[config.mk]
export PLATFORM = sky130hd
export DESIGN_NAME = eth_rx_filter
export DESIGN_NICKNAME = d
export VERILOG_FILES = /design/src/rtl/eth_filt_pkg.sv /design/src/rtl/eth_filt_addr.sv /design/src/rtl/eth_filt_pattern.sv /design/src/rtl/eth_filt_magic.sv /design/src/rtl/eth_rx_filter.sv
export SDC_FILE = /design/constraint.sdc
export NUM_CORES = 1
export LEC_CHECK = 0
export BUFFER_PORTS_ARGS = -buffer_cell sky130_fd_sc_hd__clkbuf_2
export CORE_MARGIN = 5
export CORE_UTILIZATION = 60
export CTS_BUF_LIST = sky130_fd_sc_hd__clkbuf_8 sky130_fd_sc_hd__clkbuf_16
export DETAILED_ROUTE_END_ITERATION = 7
export GPL_ROUTABILITY_DRIVEN = 0
export PLACE_DENSITY = 0.88
export SYNTH_ARGS = -nofsm -noshare
export SYNTH_HDL_FRONTEND = slang
export SYNTH_SLANG_ARGS = --single-unit
export TNS_END_PERCENT = 30
[constraint.sdc]
create_clock -name clk_i -period 8.72 [get_ports clk_i]
set_input_delay 0.436 -clock clk_i [delete_from_list [all_inputs] [get_ports clk_i]]
set_output_delay 0.436 -clock clk_i [all_outputs]
set_load 0.1 [all_outputs]
[src/rtl/eth_filt_pkg.sv]
package eth_filt_pkg;
  localparam int unsigned N_CRIT    = 6;
  localparam int unsigned MAC_BYTES = 6;
  localparam logic [31:0] CRC_POLY_R = 32'hEDB88320;

  typedef enum int unsigned {
    CR_UNI   = 0,
    CR_PAT   = 1,
    CR_MAGIC = 2,
    CR_HASH  = 3,
    CR_MCAST = 4,
    CR_BCAST = 5
  } crit_e;

  function automatic logic [31:0] crc_step(input logic [31:0] c, input logic [7:0] d);
    logic [31:0] r;
    r = c;
    for (int i = 0; i < 8; i++) begin
      if (r[0] ^ d[i]) r = (r >> 1) ^ CRC_POLY_R;
      else             r = r >> 1;
    end
    return r;
  endfunction
endpackage

[src/rtl/eth_filt_addr.sv]
module eth_filt_addr
  import eth_filt_pkg::*;
#(
  parameter int unsigned IDX_W     = 11,
  parameter int unsigned HASH_BITS = 64
) (
  input  logic                 clk_i,
  input  logic                 rst_ni,
  input  logic                 vld_i,
  input  logic                 sof_i,
  input  logic [7:0]           data_i,
  input  logic [IDX_W-1:0]     idx_i,
  input  logic [47:0]          mac_i,
  input  logic [HASH_BITS-1:0] hash_tbl_i,
  output logic                 uni_o,
  output logic                 mcast_o,
  output logic                 bcast_o,
  output logic                 hash_o
);
  localparam int unsigned HASH_W = $clog2(HASH_BITS);

  logic        eq_q, ones_q, mc_q;
  logic [31:0] crc_q;
  logic        eq_c, ones_c, mc_c;
  logic [31:0] crc_c;
  logic        eq_n, ones_n, mc_n;
  logic [31:0] crc_n, chk;
  logic        in_da, full;
  logic [2:0]  sel, sel_inv;
  logic [7:0]  mbyte;

  always_comb begin
    eq_c   = sof_i ? 1'b1 : eq_q;
    ones_c = sof_i ? 1'b1 : ones_q;
    mc_c   = sof_i ? 1'b0 : mc_q;
    crc_c  = sof_i ? '1   : crc_q;
    in_da  = idx_i < IDX_W'(MAC_BYTES);
    full   = idx_i >= IDX_W'(MAC_BYTES - 1);
    sel    = in_da ? idx_i[2:0] : 3'd0;
    sel_inv = 3'd5 - sel;
    mbyte  = 8'(mac_i >> {sel_inv, 3'b000});
    eq_n = eq_c; ones_n = ones_c; mc_n = mc_c; crc_n = crc_c;
    if (in_da) begin
      eq_n   = eq_c & (data_i == mbyte);
      ones_n = ones_c & (data_i == 8'hFF);
      crc_n  = crc_step(crc_c, data_i);
      if (idx_i == '0) mc_n = data_i[0];
    end
    chk = ~crc_n;
  end

  assign uni_o   = full & eq_n;
  assign bcast_o = full & ones_n;
  assign mcast_o = mc_n;
  assign hash_o  = full & hash_tbl_i[chk[23 +: HASH_W]];

  always_ff @(posedge clk_i or negedge rst_ni) begin
    if (!rst_ni) begin
      eq_q <= 1'b0; ones_q <= 1'b0; mc_q <= 1'b0; crc_q <= '1;
    end else if (vld_i) begin
      eq_q <= eq_n; ones_q <= ones_n; mc_q <= mc_n; crc_q <= crc_n;
    end
  end
endmodule

[src/rtl/eth_filt_pattern.sv]
module eth_filt_pattern #(
  parameter int unsigned IDX_W     = 11,
  parameter int unsigned WIN_BYTES = 64
) (
  input  logic                 clk_i,
  input  logic                 rst_ni,
  input  logic                 vld_i,
  input  logic                 sof_i,
  input  logic [7:0]           data_i,
  input  logic [IDX_W-1:0]     idx_i,
  input  logic [IDX_W-1:0]     off_i,
  input  logic [WIN_BYTES-1:0] mask_i,
  input  logic [15:0]          sum_i,
  output logic                 match_o
);
  localparam int unsigned K_W = $clog2(WIN_BYTES);

  logic [15:0]    acc_q, acc_c, acc_n, word;
  logic           done_q, done_c, done_n;
  logic [IDX_W:0] rel;
  logic [K_W-1:0] k;
  logic           in_win;
  logic [16:0]    s17;

  always_comb begin
    acc_c  = sof_i ? 16'h0 : acc_q;
    done_c = sof_i ? 1'b0  : done_q;
    rel    = {1'b0, idx_i} - {1'b0, off_i};
    in_win = (idx_i >= off_i) && (rel < (IDX_W+1)'(WIN_BYTES));
    k      = rel[K_W-1:0];
    word   = k[0] ? {8'h00, data_i} : {data_i, 8'h00};
    s17    = {1'b0, acc_c} + {1'b0, word};
    acc_n  = acc_c;
    done_n = done_c;
    if (in_win) begin
      if (mask_i[k]) acc_n = s17[15:0] + 16'(s17[16]);  // end-around carry
      if (k == K_W'(WIN_BYTES - 1)) done_n = 1'b1;
    end
  end

  assign match_o = done_n & (~acc_n == sum_i);

  always_ff @(posedge clk_i or negedge rst_ni) begin
    if (!rst_ni) begin
      acc_q <= '0; done_q <= 1'b0;
    end else if (vld_i) begin
      acc_q <= acc_n; done_q <= done_n;
    end
  end
endmodule

[src/rtl/eth_filt_magic.sv]
module eth_filt_magic #(
  parameter int unsigned IDX_W    = 11,
  parameter int unsigned DATA_OFS = 14,
  parameter int unsigned SYNC_LEN = 6,
  parameter int unsigned REPS     = 16
) (
  input  logic             clk_i,
  input  logic             rst_ni,
  input  logic             vld_i,
  input  logic             sof_i,
  input  logic [7:0]       data_i,
  input  logic [IDX_W-1:0] idx_i,
  input  logic [47:0]      mac_i,
  output logic             found_o
);
  localparam int unsigned FF_W  = $clog2(SYNC_LEN + 1);
  localparam int unsigned REP_W = $clog2(REPS);

  logic [FF_W-1:0]  ff_q, ff_c, ff_n;
  logic [REP_W-1:0] rep_q, rep_c, rep_n;
  logic [2:0]       col_q, col_c, col_n, col_inv;
  logic             run_q, run_c, run_n;
  logic             hit_q, hit_c, hit_n;
  logic [7:0]       exp_b;
  logic             is_ff;

  always_comb begin
    ff_c  = sof_i ? '0   : ff_q;
    rep_c = sof_i ? '0   : rep_q;
    col_c = sof_i ? 3'd0 : col_q;
    run_c = sof_i ? 1'b0 : run_q;
    hit_c = sof_i ? 1'b0 : hit_q;
    col_inv = 3'd5 - col_c;
    exp_b = 8'(mac_i >> {col_inv, 3'b000});
    is_ff = data_i == 8'hFF;
    ff_n = ff_c; rep_n = rep_c; col_n = col_c; run_n = run_c; hit_n = hit_c;
    if (idx_i >= IDX_W'(DATA_OFS) && !hit_c) begin
      if (run_c) begin
        if (data_i == exp_b) begin
          if (col_c == 3'd5) begin
            col_n = 3'd0;
            if (rep_c == REP_W'(REPS - 1)) begin
              hit_n = 1'b1; run_n = 1'b0;
            end else rep_n = rep_c + 1'b1;
          end else col_n = col_c + 3'd1;
        end else begin
          run_n = 1'b0;
          ff_n  = is_ff ? FF_W'(1) : '0;
        end
      end else if (is_ff) begin
        ff_n = (ff_c == FF_W'(SYNC_LEN)) ? ff_c : ff_c + 1'b1;
      end else if (ff_c == FF_W'(SYNC_LEN) && data_i == mac_i[47:40]) begin
        run_n = 1'b1; col_n = 3'd1; rep_n = '0; ff_n = '0;
      end else begin
        ff_n = '0;
      end
    end
  end

  assign found_o = hit_n;

  always_ff @(posedge clk_i or negedge rst_ni) begin
    if (!rst_ni) begin
      ff_q <= '0; rep_q <= '0; col_q <= 3'd0; run_q <= 1'b0; hit_q <= 1'b0;
    end else if (vld_i) begin
      ff_q <= ff_n; rep_q <= rep_n; col_q <= col_n; run_q <= run_n; hit_q <= hit_n;
    end
  end
endmodule

[src/rtl/eth_rx_filter.sv]
module eth_rx_filter
  import eth_filt_pkg::*;
#(
  parameter int unsigned IDX_W     = 11,
  parameter int unsigned WIN_BYTES = 64,
  parameter int unsigned HASH_BITS = 64,
  parameter int unsigned DATA_OFS  = 14,
  parameter int unsigned SYNC_LEN  = 6,
  parameter int unsigned REPS      = 16
) (
  input  logic                 clk_i,
  input  logic                 rst_ni,
  input  logic                 valid_i,
  input  logic                 sof_i,
  input  logic                 eof_i,
  input  logic [7:0]           data_i,
  input  logic                 crc_ok_i,
  input  logic [47:0]          local_mac_i,
  input  logic [N_CRIT-1:0]    en_i,
  input  logic                 and_mode_i,
  input  logic                 crc_chk_i,
  input  logic [IDX_W-1:0]     pat_off_i,
  input  logic [WIN_BYTES-1:0] pat_mask_i,
  input  logic [15:0]          pat_sum_i,
  input  logic [HASH_BITS-1:0] hash_tbl_i,
  output logic                 done_o,
  output logic                 accept_o
);
  logic [IDX_W-1:0]  idx_q, idx_c;
  logic [N_CRIT-1:0] hit;
  logic              uni, mc, bc, hs, pm, wk;
  logic              verdict;

  assign idx_c = sof_i ? '0 : idx_q;

  always_ff @(posedge clk_i or negedge rst_ni) begin
    if (!rst_ni)      idx_q <= '0;
    else if (valid_i) idx_q <= (&idx_c) ? idx_c : idx_c + 1'b1;  // saturate
  end

  eth_filt_addr #(.IDX_W(IDX_W), .HASH_BITS(HASH_BITS)) u_addr (
    .clk_i, .rst_ni, .vld_i(valid_i), .sof_i, .data_i, .idx_i(idx_c),
    .mac_i(local_mac_i), .hash_tbl_i,
    .uni_o(uni), .mcast_o(mc), .bcast_o(bc), .hash_o(hs)
  );

  eth_filt_pattern #(.IDX_W(IDX_W), .WIN_BYTES(WIN_BYTES)) u_pat (
    .clk_i, .rst_ni, .vld_i(valid_i), .sof_i, .data_i, .idx_i(idx_c),
    .off_i(pat_off_i), .mask_i(pat_mask_i), .sum_i(pat_sum_i), .match_o(pm)
  );

  eth_filt_magic #(.IDX_W(IDX_W), .DATA_OFS(DATA_OFS), .SYNC_LEN(SYNC_LEN), .REPS(REPS)) u_wake (
    .clk_i, .rst_ni, .vld_i(valid_i), .sof_i, .data_i, .idx_i(idx_c),
    .mac_i(local_mac_i), .found_o(wk)
  );

  always_comb begin
    hit           = '0;
    hit[CR_UNI]   = uni;
    hit[CR_PAT]   = pm;
    hit[CR_MAGIC] = wk & uni;
    hit[CR_HASH]  = hs;
    hit[CR_MCAST] = mc;
    hit[CR_BCAST] = bc;
    if (en_i == '0)      verdict = 1'b1;
    else if (and_mode_i) verdict = &(hit | ~en_i);
    else                 verdict = |(hit & en_i);
    verdict = verdict & (~crc_chk_i | crc_ok_i);
  end

  always_ff @(posedge clk_i or negedge rst_ni) begin
    if (!rst_ni) begin
      done_o <= 1'b0; accept_o <= 1'b0;
    end else begin
      done_o <= valid_i & eof_i;
      if (valid_i & eof_i) accept_o <= verdict;
    end
  end
endmodule

==> run metrics <==
global-route wire length before repair=slightly below 50,000 um; count of final setup violators=0; synth unique cells=86; drt wl/cell=~19 um; count of pins over their slew limit=0; Static Leakage=5.06 nW; floorplan row count=46; share of cells above drive strength 1=24.4%; Clock Tree Buf Depth=2; final non-filler cell area=0.0111 mm2; RSZ-0062 raised after global routing=false; Layout Nets=between 1,500 and 2,000; CTS resizes=0; Critical Path RT=between 9000 and 10,000 ps; detailed-route vias per instance=6.37; Max-Slew Margin vs Limit=13.8%; top-area cell type share of the netlist area=11.7%; die footprint=~0.019 mm2; Initial Util=between 60 and 70%; worst slew pin tran=1280 ps; post-route ant nets=0; core area=0.0158 mm2; biggest area consumer among synthesized cells=dfrtp_1; Worst EP arrival=7410 ps; total gr overflow=0; Cell Area, Placed=approximately 0.011 mm2; Mapped Nets=1,455; die width=roughly 140 um; Tot Pwr=roughly 2.7 mW; outcome=finished clean; cts hold-fix bufs=0; CTS Sinks=77; crit-path max FO=17; GRT Resource Usage Total=33.0%; Post-synth EDFFs=0; final clock period utilization by the worst path=around four fifths; Yosys reg bits=77; Iteration-0 DRC Markers=1,351; CP Launch Type=flop; post-synthesis sequential area ratio=20.4%; setup TNS=0 ps; DR vias=10,100; ys flop type=dfrtp_1; Area contributors post-synth=dfrtp_1, dfstp_2, xnor2_1; post-CTS setup buffers=0; vias in the first global route=~10,000; H-tree Lvls=3; worst skew pair latency=around 350 ps; pin count of the biggest net entering global routing=78; total CTS buffers=9; number of remaining DRC errors=0; # port buffers=226; Ys Warns=0; IO Count=227; clk slew on worst S/H paths=60 ps; CTS tree=yes; HPWL Detailed=between 20,000 and 25,000 um; Pwr Density=approximately 240 mW/mm2; Worst setup EP type=flop; Worst Hold Class=in2async; Async S/R FF share, synth=100%; initial antenna violation count=0; die height=137 um; FF-to-FF setup slack=between 1500 and 2000 ps; synthesis-to-layout area growth=15.3%; Max Cap Violations=0; Register Area=just under 0.002 mm2; CTS root buf=clkbuf_16; ant diodes=0; Peak VDD IR=0.187 mV; FILL cells=1,257; Tmin final=7120 ps; drt total wl=30,700 um; clk_skew=around 6.3 ps; Post-Syn Area per Cell=8.12 um2; synthesized cell area=0.00964 mm2; Mapped Cells=1,188; area of the multi-input gates=0.00714 mm2; critical path class=reg2reg; drt pass-1 iters=8; Max Fclk=141 MHz; Hold Vio Cnt, Final=0
[synth_stat cells, types with 16 or more instances]
cell type  instances
a211oi_1          42
a21oi_1           72
a22o_1            23
a31oi_1           16
clkbuf_1          42
dfrtp_1           45
dfstp_2           32
ha_1              40
inv_1             49
mux2i_1           47
mux4_2            19
nand2_1          127
nand3_1           29
nand4_1           20
nor2_1            87
nor2b_1           48
o21ai_0           60
xnor2_1           92
xor2_1            46
[flip-flops by register name (all words and copies together), names as in the netlist]
signal         count
idx_q             11
accept_o           1
u_wake.rep_q       4
u_addr.mc_q        1
u_addr.eq_q        1
u_wake.ff_q        3
done_o             1
u_wake.col_q       3
u_addr.crc_q      32
u_wake.hit_q       1
u_pat.acc_q       16
u_wake.run_q       1
u_addr.ones_q      1
u_pat.done_q       1
[cells in the final DEF, fill, tap and decap left out, types with 5 or more instances in the layout]
master / netlist / routed
a211oi_1: 42 / 42
a21o_1: 8 / 8
a21oi_1: 72 / 72
a22o_1: 23 / 23
a311oi_1: 10 / 10
a31oi_1: 16 / 16
and2_1: 11 / 11
and3_1: 13 / 13
buf_4: 1 / 12
clkbuf_16: 0 / 9
clkbuf_2: 0 / 224
dfrtp_1: 45 / 45
dfstp_2: 32 / 32
ha_1: 40 / 40
inv_1: 49 / 50
mux2_2: 14 / 14
mux2i_1: 47 / 47
mux4_2: 19 / 19
nand2_1: 127 / 127
nand2b_1: 7 / 7
nand3_1: 29 / 29
nand4_1: 20 / 20
nor2_1: 87 / 87
nor2b_1: 48 / 48
nor3_1: 15 / 15
nor4_1: 13 / 12
o2111ai_1: 6 / 6
o211a_1: 5 / 5
o211ai_1: 10 / 10
o21ai_0: 60 / 60
o31ai_1: 6 / 6
o32ai_1: 5 / 5
or4_1: 7 / 7
xnor2_1: 92 / 92
xnor3_1: 6 / 6
xor2_1: 46 / 46
[area by class of cell]
| class | instances | share of cell area (%) |
|---|---|---|
| clock buffers | 11 | 2.27 |
| repair buffers | 237 | 10.9 |
| inverters | 52 | 1.76 |
| flip-flops and latches | 77 | 17.7 |
| well taps | 216 | 2.43 |
| multi-input cells | 987 | 64.2 |
| clock inverters | 5 | 0.664 |
[path summary, 6_finish.rpt]
path,to,depth (start not counted),start
setup / recovery,accept_o,26,idx_q[0]
hold / removal,u_wake.col_q[0],1,rst_ni
setup reg to reg,accept_o,26,idx_q[0]
hold reg to reg,u_wake.ff_q[1],2,u_wake.ff_q[1]
max in group asynchronous,u_pat.acc_q[3],1,rst_ni
min in group clk_i,done_o,2,eof_i
[kinds of logic after synthesis]
group           after synthesis  synth area share, %
fa+ha+maj                    42                 5.60
flops                        77                 20.4
xor+xnor                    147                 14.6
mux                          81                 11.1
compound gates              313                 21.9
simple gates                404                 20.8
buf+inv                     124                 5.62
[routing by layer]
metal / vias up / wire, um / global-route usage, %
li1: 4685 / - / -
met1: 4720 / 11900 / 42.6
met2: 565 / 14800 / 54.3
met3: 120 / 2630 / 6.54
met4: 0 / 1350 / 13.5
met5: - / 0 / 0
[metrics by stage]
step	hold WS (ps)	cells	utilization, %	setup WS (ps)
after global routing	363	1585	70.2	1170
final	283	1585	70.2	1600
after CTS	310	1585	70.2	1860
after detailed placement	475	1569	68.2	1780
after global placement	460	1569	68.2	2270
after floorplan	140	1188	-	2290
[power breakdown]
part           switching [mW]  total [mW]  internal, mW
sequential             0.0866       0.581         0.494
clock                   0.159       0.424         0.265
combinational           0.933        1.70         0.770
[worst max-delay path: stages, from the launching register on]
cell and delay [ps]:
dfrtp_1 380, nand2_1 210, ha_1 570, nor2b_1 200, ha_1 210, inv_1 70
fa_1 400, nand3b_1 320, a21o_1 230, a211oi_1 420, o41ai_1 230, o21bai_1 180
a21oi_1 80, o21bai_1 190, a21o_1 200, ha_1 190, ha_1 210, nand2_1 80
nand4b_1 210, nor2_1 280, xnor2_1 210, a21oi_1 140, o41a_1 350, a211oi_1 290
or4b_1 520, o41ai_1 430, a221o_1 230
Power figures use the tool's default switching activity.
